**src/rtl/sram_ctrl_pkg.sv**
```systemverilog
package sram_ctrl_pkg;

  typedef enum logic [2:0] {
    ST_IDLE  = 3'd0,
    ST_TURN  = 3'd1,
    ST_SETUP = 3'd2,
    ST_PULSE = 3'd3,
    ST_RECOV = 3'd4,
    ST_READ  = 3'd5
  } ctrl_state_e;

  typedef enum logic [1:0] {
    DIR_NONE = 2'd0,
    DIR_RD   = 2'd1,
    DIR_WR   = 2'd2
  } bus_dir_e;

  typedef struct packed {
    logic cs_n;
    logic we_n;
    logic oe_n;
    logic dq_oe;
  } strobe_t;

  localparam strobe_t STROBE_IDLE = '{cs_n: 1'b1, we_n: 1'b1, oe_n: 1'b1, dq_oe: 1'b0};

  // Nanoseconds to clock cycles, rounded up, never below one cycle.
  function automatic int unsigned ns_to_cyc(input int unsigned ns, input int unsigned period_ns);
    int unsigned c;
    if (period_ns == 0) return 1;
    c = (ns + period_ns - 1) / period_ns;
    return (c == 0) ? 1 : c;
  endfunction

  function automatic int unsigned max_u(input int unsigned a, input int unsigned b);
    return (a > b) ? a : b;
  endfunction

  // Recovery count stretched so that the whole write meets the cycle minimum.
  function automatic int unsigned rec_stretch(input int unsigned rec, input int unsigned cyc_min,
                                              input int unsigned setup, input int unsigned pulse);
    if (cyc_min > setup + pulse) return max_u(rec, cyc_min - setup - pulse);
    return rec;
  endfunction

  // Pin pattern for each controller state.
  function automatic strobe_t strobe_decode(input ctrl_state_e s);
    strobe_t p;
    p = STROBE_IDLE;
    case (s)
      ST_SETUP: begin p.cs_n = 1'b0; p.dq_oe = 1'b1; end
      ST_PULSE: begin p.cs_n = 1'b0; p.we_n = 1'b0; p.dq_oe = 1'b1; end
      ST_RECOV: begin p.cs_n = 1'b0; p.dq_oe = 1'b1; end
      ST_READ:  begin p.cs_n = 1'b0; p.oe_n = 1'b0; end
      default:  p = STROBE_IDLE;
    endcase
    return p;
  endfunction

endpackage

```
**src/rtl/sram_phase_timer.sv**
```systemverilog
module sram_phase_timer #(
  parameter int unsigned CNT_W = 3
) (
  input  logic             clk,
  input  logic             rst_n,
  input  logic             load,
  input  logic [CNT_W-1:0] load_val,
  output logic             last
);

  logic [CNT_W-1:0] cnt_q;

  always_ff @(posedge clk or negedge rst_n) begin
    if (!rst_n)             cnt_q <= '0;
    else if (load)          cnt_q <= load_val;
    else if (cnt_q != '0)   cnt_q <= cnt_q - 1'b1;
  end

  assign last = (cnt_q == '0);

endmodule

```
**src/rtl/sram_access_fsm.sv**
```systemverilog
module sram_access_fsm
  import sram_ctrl_pkg::*;
#(
  parameter int unsigned SETUP_CYC = 1,
  parameter int unsigned PULSE_CYC = 4,
  parameter int unsigned REC_CYC   = 2,
  parameter int unsigned READ_CYC  = 7,
  parameter int unsigned CNT_W     = 3
) (
  input  logic             clk,
  input  logic             rst_n,
  input  logic             req_valid,
  input  logic             req_write,
  input  logic             phase_last,
  output ctrl_state_e      state_q,
  output ctrl_state_e      state_nxt,
  output logic             accept,
  output logic             timer_load,
  output logic [CNT_W-1:0] timer_val,
  output logic             rd_capture,
  output logic             op_done
);

  bus_dir_e dir_q;
  logic     op_wr_q;
  logic     turn_req;

  function automatic int unsigned phase_len(input ctrl_state_e s);
    case (s)
      ST_SETUP: return SETUP_CYC;
      ST_PULSE: return PULSE_CYC;
      ST_RECOV: return REC_CYC;
      ST_READ:  return READ_CYC;
      default:  return 1;
    endcase
  endfunction

  assign accept = (state_q == ST_IDLE) && req_valid;

  always_comb begin
    turn_req = ((dir_q == DIR_WR) && !req_write) || ((dir_q == DIR_RD) && req_write);
  end

  always_comb begin
    state_nxt = state_q;
    case (state_q)
      ST_IDLE: begin
        if (accept) begin
          if (turn_req)       state_nxt = ST_TURN;
          else if (req_write) state_nxt = ST_SETUP;
          else                state_nxt = ST_READ;
        end
      end
      ST_TURN:  state_nxt = op_wr_q ? ST_SETUP : ST_READ;
      ST_SETUP: if (phase_last) state_nxt = ST_PULSE;
      ST_PULSE: if (phase_last) state_nxt = ST_RECOV;
      ST_RECOV: if (phase_last) state_nxt = ST_IDLE;
      ST_READ:  if (phase_last) state_nxt = ST_IDLE;
      default:  state_nxt = ST_IDLE;
    endcase
  end

  assign timer_load = (state_nxt != state_q);
  assign timer_val  = CNT_W'(phase_len(state_nxt) - 1);
  assign rd_capture = (state_q == ST_READ) && phase_last;
  assign op_done    = ((state_q == ST_READ) || (state_q == ST_RECOV)) && phase_last;

  always_ff @(posedge clk or negedge rst_n) begin
    if (!rst_n) begin
      state_q <= ST_IDLE;
      dir_q   <= DIR_NONE;
      op_wr_q <= 1'b0;
    end else begin
      state_q <= state_nxt;
      if (accept) begin
        op_wr_q <= req_write;
        dir_q   <= req_write ? DIR_WR : DIR_RD;
      end
    end
  end

endmodule

```
**src/rtl/sram_bus_datapath.sv**
```systemverilog
module sram_bus_datapath
  import sram_ctrl_pkg::*;
#(
  parameter int unsigned ADDR_W = 15,
  parameter int unsigned DATA_W = 8
) (
  input  logic              clk,
  input  logic              rst_n,
  input  logic              accept,
  input  logic [ADDR_W-1:0] req_addr,
  input  logic [DATA_W-1:0] req_wdata,
  input  ctrl_state_e       state_nxt,
  input  logic              rd_capture,
  input  logic              op_done,
  input  logic [DATA_W-1:0] mem_dq_in,
  output logic [ADDR_W-1:0] mem_addr,
  output logic [DATA_W-1:0] mem_dq_out,
  output strobe_t           pins,
  output logic              rsp_ack,
  output logic [DATA_W-1:0] rsp_rdata
);

  logic [ADDR_W-1:0] addr_q;
  logic [DATA_W-1:0] wdata_q;
  logic [DATA_W-1:0] rdata_q;
  strobe_t           pins_q;
  logic              ack_q;

  always_ff @(posedge clk or negedge rst_n) begin
    if (!rst_n) begin
      addr_q  <= '0;
      wdata_q <= '0;
      rdata_q <= '0;
      pins_q  <= STROBE_IDLE;
      ack_q   <= 1'b0;
    end else begin
      pins_q <= strobe_decode(state_nxt);
      ack_q  <= op_done;
      if (accept) begin
        addr_q  <= req_addr;
        wdata_q <= req_wdata;
      end
      if (rd_capture) rdata_q <= mem_dq_in;
    end
  end

  assign mem_addr   = addr_q;
  assign mem_dq_out = wdata_q;
  assign pins       = pins_q;
  assign rsp_ack    = ack_q;
  assign rsp_rdata  = rdata_q;

endmodule

```
**src/rtl/sram_async_ctrl.sv**
```systemverilog
module sram_async_ctrl
  import sram_ctrl_pkg::*;
#(
  parameter int unsigned ADDR_W        = 15,
  parameter int unsigned DATA_W        = 8,
  parameter int unsigned CLK_PERIOD_NS = 10,
  parameter int unsigned ADDR_SETUP_NS = 10,
  parameter int unsigned WR_PULSE_NS   = 40,
  parameter int unsigned WR_RECOV_NS   = 10,
  parameter int unsigned RD_ACCESS_NS  = 55,
  parameter int unsigned CYCLE_MIN_NS  = 70
) (
  input  logic              clk,
  input  logic              rst_n,
  input  logic              req_valid,
  output logic              req_ready,
  input  logic              req_write,
  input  logic [ADDR_W-1:0] req_addr,
  input  logic [DATA_W-1:0] req_wdata,
  output logic              rsp_ack,
  output logic [DATA_W-1:0] rsp_rdata,
  output logic [ADDR_W-1:0] mem_addr,
  output logic              mem_cs_n,
  output logic              mem_we_n,
  output logic              mem_oe_n,
  output logic [DATA_W-1:0] mem_dq_out,
  output logic              mem_dq_oe,
  input  logic [DATA_W-1:0] mem_dq_in
);

  localparam int unsigned CYC_MIN   = ns_to_cyc(CYCLE_MIN_NS, CLK_PERIOD_NS);
  localparam int unsigned SETUP_CYC = ns_to_cyc(ADDR_SETUP_NS, CLK_PERIOD_NS);
  localparam int unsigned PULSE_CYC = ns_to_cyc(WR_PULSE_NS, CLK_PERIOD_NS);
  localparam int unsigned REC_CYC   = rec_stretch(ns_to_cyc(WR_RECOV_NS, CLK_PERIOD_NS),
                                                  CYC_MIN, SETUP_CYC, PULSE_CYC);
  localparam int unsigned READ_CYC  = max_u(ns_to_cyc(RD_ACCESS_NS, CLK_PERIOD_NS), CYC_MIN);
  localparam int unsigned WR_TOTAL  = SETUP_CYC + PULSE_CYC + REC_CYC;
  localparam int unsigned MAX_LEN   = max_u(max_u(SETUP_CYC, PULSE_CYC), max_u(REC_CYC, READ_CYC));
  localparam int unsigned CNT_W     = $clog2(MAX_LEN + 1);

  // Internal events, named for the bound checker.
  ctrl_state_e      state_w;
  ctrl_state_e      state_nxt_w;
  logic             accept_w;
  logic             timer_load_w;
  logic [CNT_W-1:0] timer_val_w;
  logic             phase_last_w;
  logic             rd_capture_w;
  logic             op_done_w;
  strobe_t          pins_w;

  sram_access_fsm #(
    .SETUP_CYC (SETUP_CYC),
    .PULSE_CYC (PULSE_CYC),
    .REC_CYC   (REC_CYC),
    .READ_CYC  (READ_CYC),
    .CNT_W     (CNT_W)
  ) u_fsm (
    .clk        (clk),
    .rst_n      (rst_n),
    .req_valid  (req_valid),
    .req_write  (req_write),
    .phase_last (phase_last_w),
    .state_q    (state_w),
    .state_nxt  (state_nxt_w),
    .accept     (accept_w),
    .timer_load (timer_load_w),
    .timer_val  (timer_val_w),
    .rd_capture (rd_capture_w),
    .op_done    (op_done_w)
  );

  sram_phase_timer #(
    .CNT_W (CNT_W)
  ) u_timer (
    .clk      (clk),
    .rst_n    (rst_n),
    .load     (timer_load_w),
    .load_val (timer_val_w),
    .last     (phase_last_w)
  );

  sram_bus_datapath #(
    .ADDR_W (ADDR_W),
    .DATA_W (DATA_W)
  ) u_dp (
    .clk        (clk),
    .rst_n      (rst_n),
    .accept     (accept_w),
    .req_addr   (req_addr),
    .req_wdata  (req_wdata),
    .state_nxt  (state_nxt_w),
    .rd_capture (rd_capture_w),
    .op_done    (op_done_w),
    .mem_dq_in  (mem_dq_in),
    .mem_addr   (mem_addr),
    .mem_dq_out (mem_dq_out),
    .pins       (pins_w),
    .rsp_ack    (rsp_ack),
    .rsp_rdata  (rsp_rdata)
  );

  assign req_ready = (state_w == ST_IDLE);
  assign mem_cs_n  = pins_w.cs_n;
  assign mem_we_n  = pins_w.we_n;
  assign mem_oe_n  = pins_w.oe_n;
  assign mem_dq_oe = pins_w.dq_oe;

endmodule

```
**config.mk**
```make
export PLATFORM = sky130hd
export DESIGN_NAME = sram_async_ctrl
export DESIGN_NICKNAME = d
export VERILOG_FILES = /design/src/rtl/sram_ctrl_pkg.sv /design/src/rtl/sram_phase_timer.sv /design/src/rtl/sram_access_fsm.sv /design/src/rtl/sram_bus_datapath.sv /design/src/rtl/sram_async_ctrl.sv
export SDC_FILE = /design/constraint.sdc
export NUM_CORES = 1
export LEC_CHECK = 0
export BUFFER_PORTS_ARGS = -buffer_cell sky130_fd_sc_hd__buf_2
export CAP_MARGIN = 0
export CORE_MARGIN = 5
export CORE_UTILIZATION = 49
export DETAILED_ROUTE_END_ITERATION = 10
export PLACE_DENSITY_LB_ADDON = 0.08
export SLEW_MARGIN = 20
export SYNTH_ARGS = -nofsm -noshare
export SYNTH_HDL_FRONTEND = slang
export SYNTH_SLANG_ARGS = --single-unit
```
**constraint.sdc**
```tcl
create_clock -name clk -period 3.24 [get_ports clk]
set_input_delay 0.162 -clock clk [delete_from_list [all_inputs] [get_ports clk]]
set_output_delay 0.162 -clock clk [all_outputs]
set_load 0.1 [all_outputs]
```
==> out/results.ini, run 1 <==
[clocking]
cts_tree=yes
cts_sinks=44
cts_buffers=5
cts-root-buf=clkbuf_8
post_cts_buffers=0
cts_resized=0
clk_latency_ns=0.29
cts_hold_buf=0
clk_transition_reported_paths_ns=0.07
cts_buffer_depth=2
htree_levels=2

[synthesis]
syn_area_um2=1968
ys_types=42
ys_seq_elements=44
synth-seq-area-share_pct=56.13
syn_inst=197
yosys_warnings=0
syn_avg_cell_area_um2=9.991
synth_nets=234

[route]
firstDrtPassIters=4
wl_um=4177
wire_per_inst_um=13.09
num_vias=1575
ant_nets=0
drt_iter0_drc=76
viasPerCell=4.937
drcViolationCount=0

[setup_path]
worstPathMaxFanout=11
arrival_ns=2.97
path_buf_inv=0
cpPeakStageDelay_ns=0.58
crit_chain=or4b_4, o21a_1, o211ai_1, ha_1, a2bb2o_1, o21ai_1, ha_1, a21oi_1, a32oi_1
reg2reg_to=u_timer.cnt_q[2]$_DFFE_PN0P_
crit_type=reg2reg
rr_startpoint=u_fsm.state_q[1]$_DFF_PN0_
cp_data_required_time_ns=3.45
startpoint_type=flip-flop
reg2regPathDepth=9
worst_path_most_repeated_cell=ha_1
reg2reg_slack_ns=0.48
endpoint_kind=flip-flop
slowest_stage=or4b_4
crit_family=compound AO/OA/AOI/OAI gates

[min_path]
hp-class=in2async

[timing]
fin_skew_ns=0.003055
relSlewSlack_pct=37.71
min_period_ns=2.762
hold_viol=0
setup_tns_ns=0
setup_viol=0
post-route-period-util_pct=85.24
maxSlewViolCount=0
max_clock_freq_ghz=0.3621
worst_slew_pin_slew_ns=0.9344
rsz0062_at_grt=false

[grt]
grt_pass1_vias=1554
grt_pass1_wl_um=6996
grt_max_degree=45
antenna_found_initial=0
grt_use_total_pct=16.91
grt_overflow=0

[floorplanning]
ios=72
die_width_um=73.38
coreArea_um2=3943
dieArea_um2=5384
initial_core_util_pct=49.92
placement_rows=23
die_height_um=73.38

[cells_and_area]
layout-drive-gt1-share_pct=35.69
area_delta_synth_final_pct=24.03
finish.net_count=305
diodes=0
final_cell_mix=nand2_1 (78), buf_2 (71), dfrtp_1 (41)
final_common_cell=nand2_1
final_cells=319

[job]
cap_viol_max_count=0

[place]
gp_congestion=0.8541
post-place-cells=311
io_buffers=71
dp_hpwl_um=3105

[run_status]
outcome=finished clean

[how the worst max path moves through the flow]
stage,cells past startpoint,to,start
floorplan,2,req_ready,u_fsm.state_q[1]$_DFF_PN0_
detailed placement,9,u_timer.cnt_q[2]$_DFFE_PN0P_,u_fsm.state_q[1]$_DFF_PN0_
global placement,9,u_timer.cnt_q[2]$_DFFE_PN0P_,u_fsm.state_q[1]$_DFF_PN0_
CTS,9,u_timer.cnt_q[2]$_DFFE_PN0P_,u_fsm.state_q[1]$_DFF_PN0_
global route,9,u_timer.cnt_q[2]$_DFFE_PN0P_,u_fsm.state_q[1]$_DFF_PN0_
finish,9,u_timer.cnt_q[2]$_DFFE_PN0P_,u_fsm.state_q[1]$_DFF_PN0_
[cell usage after synthesis, drive strengths merged]
| library cell | count | area share [%] |
|---|---|---|
| nor2 | 5 | 0.95 |
| o211ai | 1 | 0.38 |
| o31ai | 1 | 0.38 |
| nor3 | 3 | 0.76 |
| nand2 | 78 | 15 |
| or3b | 1 | 0.45 |
| mux2 | 8 | 4.6 |
| a21oi | 5 | 1.3 |
| ha | 2 | 1.3 |
| inv | 4 | 0.76 |
| or2 | 1 | 0.32 |
| clkbuf | 6 | 1.1 |
| a2bb2o | 1 | 0.51 |
| o21ai | 4 | 1.0 |
| a21o | 1 | 0.38 |
| or2b | 1 | 0.38 |
| buf | 3 | 1.4 |
| o2bb2ai | 1 | 0.45 |
| or3 | 1 | 0.32 |
| or4 | 1 | 0.38 |
| a311oi | 2 | 2.1 |
| dfstp | 3 | 4.0 |
| nor2b | 3 | 0.95 |
| a211o | 1 | 0.45 |
| and3 | 1 | 0.32 |
| nand3 | 2 | 0.51 |
| o22ai | 1 | 0.32 |
| o2111ai | 2 | 1.8 |
| a21boi | 2 | 0.76 |
| o21ba | 1 | 0.51 |
| mux2i | 1 | 0.51 |
| a32oi | 1 | 0.45 |
| dfrtp | 41 | 52 |
| nand2b | 4 | 1.3 |
| or4b | 2 | 1.2 |
| o21a | 2 | 0.76 |
[cells by family after synthesis]
kind of cell / synth area share, %
AO/OA/AOI/OAI: 11.51
AND/OR/NAND/NOR: 22.70
buffers and inverters: 3.305
adder cells (fa/ha/maj): 1.271
flip-flops: 56.13
multiplexers: 5.086
[registers in the layout, summed over array words and instances, names as in the netlist]
register and flops:
u_dp.mem_addr 15, u_dp.mem_dq_out 8, u_dp.rsp_rdata 8, u_dp.pins 4, u_fsm.state_q 3, u_timer.cnt_q 3, u_dp.rsp_ack 1, u_fsm.dir_q 1
u_fsm.op_wr_q 1
[worst reg2reg max path: cells and delay by family, from the launching register on]
kind / cells / cell delay [ns]
AOI/OAI and AO/OA: 6 / 1.20
and+or+nand+nor: 1 / 0.58
adders and majority gates: 2 / 0.42
DFF: 1 / 0.48
[metrics by stage]
step           utilization [%]  setup slack (ns)  hold slack [ns]  cell area [µm²]
2_1_floorplan                -            0.4457          -0.1336             1968
3_3_place_gp             59.63            0.5709           0.3508             2351
3_5_place_dp             59.63            0.5195           0.3549             2351
4_1_cts                  61.92            0.4903          0.04545             2441
5_1_grt                  61.92            0.2699          0.04056             2441
6_report                 61.92            0.4782          0.01188             2441
[layout make-up]
cell class	instances	area [µm²]
timing repair buffer	73	370.4
multi-input combinational	140	798.3
clock buffer	8	90.09
sequential	44	1105
fill	365	1501
inverter	4	15.01
tap	50	62.56
[layer usage]
metal  vias up  part of all wire (%)  global-route usage, %
li1        796                     -                      -
met1       723                    42                  21.73
met2        49                    48                  26.81
met3         7                   8.8                  5.746
met4         0                   1.6                  5.634
met5         -                     0                      0
Power of run 1 is left out: the tool's default activity adds up to more than one toggle a clock period on the data nets, which glitch-free logic cannot reach.
==> run 2, diff against run 1 <==
--- a/config.mk
+++ b/config.mk
@@ -10,8 +10,9 @@
 export CORE_MARGIN = 5
 export CORE_UTILIZATION = 49
 export DETAILED_ROUTE_END_ITERATION = 10
-export PLACE_DENSITY_LB_ADDON = 0.08
+export PLACE_DENSITY = 0.81
 export SLEW_MARGIN = 20
 export SYNTH_ARGS = -nofsm -noshare
 export SYNTH_HDL_FRONTEND = slang
+export SYNTH_HIERARCHICAL = 1
 export SYNTH_SLANG_ARGS = --single-unit
==> out/results.ini, run 2 <==
[run_status]
outcome=finished clean

[clocking]
htree_levels=2
cts_hold_buf=0
cts-root-buf=clkbuf_8
cts_sinks=44
cts_tree=yes
cts_buffers=5
cts_resized=0
cts_buffer_depth=2
clk_transition_reported_paths_ns=0.08
post_cts_buffers=0
clk_latency_ns=0.29

[cells_and_area]
layout-drive-gt1-share_pct=55.25
area_delta_synth_final_pct=25.79
diodes=0
final_cell_mix=buf_2 (71), dfrtp_1 (41), mux2_2 (31)
final_common_cell=buf_2
largest_register_ffs=15
finish.net_count=257

[setup_path]
arrival_ns=2.62
crit_chain=or4b_1, a21oi_2, a31oi_1, o211ai_1, inv_1, a311oi_1
reg2reg_slack_ns=0.81
path_buf_inv=1
crit_type=reg2reg
startpoint_type=flip-flop
crit_family=compound AO/OA/AOI/OAI gates
worst-path-stages=6
worstPathMaxFanout=12
cp_data_required_time_ns=3.43
endpoint_kind=flip-flop
slowest_stage=or4b_1
reg2regPathDepth=6
cpPeakStageDelay_ns=0.73

[timing]
fin_skew_ns=0.006067
maxSlewViolCount=0
setup_viol=0
relSlewSlack_pct=35.66
hold_viol=0
max_clock_freq_ghz=0.4116
worst_slew_pin_slew_ns=0.9651
setup_tns_ns=0
post-route-period-util_pct=74.98
rsz0062_at_grt=false
min_period_ns=2.429

[synthesis]
yosys-top-cells-count=dfrtp_1 (41), mux2_2 (31), inv_1 (11)
synth_flop_cell=dfrtp_1
yosys_warnings=6
yosysMostFrequentCell=dfrtp_1
synth_mux_area_share_pct=18.99
ys_seq_elements=44
synth-edff-count=0
synth_nets=184
yosysTopAreaCellShare_pct=52.60
syn_area_um2=1951
ys_types=42
synth-xor-area-share_pct=0.4490
synth_fa_ha_area_share_pct=1.924
synth-seq-area-share_pct=56.64
synth_compound_area_share_pct=7.441
synth_top_area_cell=dfrtp_1
syn_avg_cell_area_um2=13.36
synthArstFlopShare_pct=100.0
synth-simple-area-share_pct=9.557
synthTopCellsByArea=dfrtp_1 (53%), mux2_2 (18%), dfstp_2 (4.0%), inv_1 (2.1%), ha_1 (1.9%)
syn_inst=146
synth_top_family_by_area=multiplexers

[route]
num_vias=1390
ant_nets=0
viasPerCell=5.167
drcViolationCount=0
drt_iter0_drc=82
wl_um=3930
wire_per_inst_um=14.61
firstDrtPassIters=6

[place]
gp_congestion=0.7672
io_buffers=71
dp_hpwl_um=2933

[grt]
antenna_found_initial=0
grt_pass1_wl_um=6589
grt_max_degree=45
grt_pass1_vias=1466
grt_use_total_pct=16.16
grt_overflow=0

[min_path]
hp-class=in2async

[floorplanning]
initial_core_util_pct=49.48
coreArea_um2=3943
die_height_um=73.10
dieArea_um2=5343
placement_rows=23
die_width_um=73.10
ios=72

[job]
cap_viol_max_count=0

==> run 2: changes by cell type after synthesis, sizes merged, moves of 3 or more <==
cell / before / now
mux2: 8 / 32
o21ai: 4 / 1
nor2b: 3 / 6
nand2: 78 / 5
clkbuf: 6 / 1
a31oi: 0 / 3
inv: 4 / 11
==> run 2: worst register-to-register path: stages (launching register included) <==
cell,delay [ns]
dfrtp_1,0.52
or4b_1,0.73
a21oi_2,0.20
a31oi_1,0.06
o211ai_1,0.42
inv_1,0.12
a311oi_1,0.27
==> run 2: cells by family (layout without fill, tap and decap cells) <==
logic type / Yosys count / count (layout)
flip-flops: 44 / 44
multiplexers: 33 / 33
AND/OR/NAND/NOR: 29 / 29
AO/OA/AOI/OAI: 18 / 18
buffers and inverters: 18 / 91
adder cells (fa/ha/maj): 3 / 3
XOR/XNOR: 1 / 1
==> run 2: routing by layer <==
metal	vias up	track usage (%)	part of all wire [%]
li1	657	-	-
met1	668	20.09	41
met2	58	24.33	47
met3	7	7.713	10
met4	0	6.148	1.6
met5	-	0	0
==> run 2: through the flow <==
step	worst slack, ns	instances	hold WS, ns	cell area [µm²]	util, %
floorplan	1.214	146	-0.1336	1951	-
global placement	0.9217	262	0.3638	2325	58.97
detailed placement	0.7947	262	0.3596	2325	58.97
CTS	0.8009	269	0.04313	2454	62.23
global route	0.6139	269	0.07815	2454	62.23
finish	0.8105	269	0.02484	2454	62.23
==> run 2: path summary, 6_finish.rpt <==
check                                        startpoint                             to
setup / recovery             u_fsm/state_q[0]$_DFF_PN0_   u_timer/cnt_q[1]$_DFFE_PN0P_
setup reg to reg             u_fsm/state_q[0]$_DFF_PN0_   u_timer/cnt_q[1]$_DFFE_PN0P_
min in group clk                           req_addr[12]  u_dp/mem_addr[12]$_DFFE_PN0P_
max in group asynchronous                         rst_n     u_fsm/dir_q[0]$_DFFE_PN0N_
hold / removal                                    rst_n  u_dp/mem_addr[13]$_DFFE_PN0P_
hold reg to reg            u_dp/mem_addr[3]$_DFFE_PN0P_   u_dp/mem_addr[3]$_DFFE_PN0P_
==> run 2: layout make-up <==
type | count | area, µm²
clock buffer | 5 | 68.82
fill | 317 | 1489
timing repair buffer | 72 | 362.8
sequential | 44 | 1105
tap | 50 | 62.56
clock inverter | 2 | 60.06
inverter | 12 | 46.29
multi-input combinational | 84 | 748.2
Power of run 2 is left out for the same reason.
==> run 3, diff against run 2 <==
==> constraint.sdc (replaced) <==
create_clock -name clk -period 2.35 [get_ports clk]
set_input_delay 0.1175 -clock clk [delete_from_list [all_inputs] [get_ports clk]]
set_output_delay 0.1175 -clock clk [all_outputs]
set_load 0.1 [all_outputs]
==> out/results.ini, run 3 (synthesis gave the netlist of run 2 again) <==
[run_status]
outcome=finished clean

[setup_path]
cpPeakStageDelay_ns=0.37
crit_chain=inv_1, ha_1, nand2b_1, inv_2, mux2_1, a211oi_2, a211oi_2, mux2i_1, inv_1, a221oi_1
crit_family=compound AO/OA/AOI/OAI gates
crit_type=reg2reg
arrival_ns=2.39
rr_startpoint=u_timer/cnt_q[0]$_DFFE_PN0P_
crit_start=u_timer/cnt_q[0]$_DFFE_PN0P_
slowest_stage=dfrtp_1
path_buf_inv=3
endpoint_kind=flip-flop
cp_data_required_time_ns=2.54
startpoint_type=flip-flop
worstPathMaxFanout=8

[grt]
grt_pass1_wl_um=6527
antenna_found_initial=0
grt_pass1_vias=1466
grt_overflow=0
grt_use_total_pct=16.07
grt_max_degree=45

[job]
cap_viol_max_count=0

[timing]
fin_skew_ns=0.004572
min_period_ns=2.193
worst_slew_pin_slew_ns=0.9438
hold_ws_ns=0.04819
maxSlewViolCount=0
setup_viol=0
max_clock_freq_ghz=0.4560
relSlewSlack_pct=37.08
hold_viol=0
post-route-period-util_pct=93.33

[cells_and_area]
area_delta_synth_final_pct=26.23
final_cell_mix=buf_2 (71), dfrtp_1 (41), mux2_2 (31)
final_cells=276
layout-drive-gt1-share_pct=56.64
finish.net_count=264
largest_register_ffs=15
final_common_cell=buf_2
diodes=0

[min_path]
hp-class=in2reg
min-delay-start=mem_dq_in[7]

[route]
drt_iter0_drc=70
wl_um=4035
drcViolationCount=0
ant_nets=0
firstDrtPassIters=4
wire_per_inst_um=14.62
viasPerCell=5.134
num_vias=1417

[place]
post-place-cells=265
dp_hpwl_um=2977
io_buffers=71
gp_congestion=0.7943

[floorplanning]
die_height_um=73.10
initial_core_util_pct=49.48
coreArea_um2=3943
ios=72
dieArea_um2=5343
die_width_um=73.10
placement_rows=23

[clocking]
cts_buffer_depth=2
clk_transition_reported_paths_ns=0.08
cts-root-buf=clkbuf_8
htree_levels=2
cts_buffers=5
cts_tree=yes
clk_latency_ns=0.29
cts_sinks=44

-- run 3: layout make-up --
type                    instances  area [µm²]
repair buffers                 79       417.9
flip-flops and latches         44        1105
fillers                       307        1480
clock inverters                 1       5.005
well taps                      50       62.56
inverters                      12       46.29
multi-input cells              84       753.2
clock buffers                   6       72.57
-- run 3: timing repair --
item,CTS,global route
endpoints found under the hold margin,35,0
resized for setup,0,2
hold buffers,1,0
setup buffers,0,3
endpoints found under the setup margin,0,2
-- run 3: final timing paths --
| check | slack, ns | endpoint | depth (start not counted) |
|---|---|---|---|
| worst max-delay path | 0.16 | u_timer/cnt_q[0]$_DFFE_PN0P_ | 10 |
| worst min-delay path | 0.05 | u_dp/rsp_rdata[7]$_DFFE_PN0P_ | 2 |
| worst max register to register | 0.16 | u_timer/cnt_q[0]$_DFFE_PN0P_ | 10 |
| worst min register to register | 0.50 | u_dp/mem_addr[3]$_DFFE_PN0P_ | 1 |
| max in group asynchronous | 1.27 | u_dp/mem_dq_out[3]$_DFFE_PN0P_ | 2 |
| min in group asynchronous | 0.50 | u_dp/mem_addr[2]$_DFFE_PN0P_ | 2 |
-- run 3: metrics by stage --
step                      setup TNS (ns)  utilization (%)  instance area [µm²]  worst slack, ns
after floorplan                        0                -                 1951           0.3240
after global placement                 0            59.54                 2347           0.1911
after CTS                              0            61.76                 2435         0.006020
after detailed placement               0            59.54                 2347          0.01548
final                                  0            62.46                 2462           0.1568
after global routing           -0.002236            62.46                 2462        -0.002236
-- run 3: layer usage --
| layer | GRT usage, % | vias to the layer above | wire length [µm] |
|---|---|---|---|
| li1 | - | 671 | - |
| met1 | 19.35 | 688 | 1698 |
| met2 | 25.22 | 52 | 1929 |
| met3 | 6.749 | 6 | 349 |
| met4 | 6.762 | 0 | 57 |
| met5 | 0 | - | 0 |
Power of run 3 is left out for the same reason.
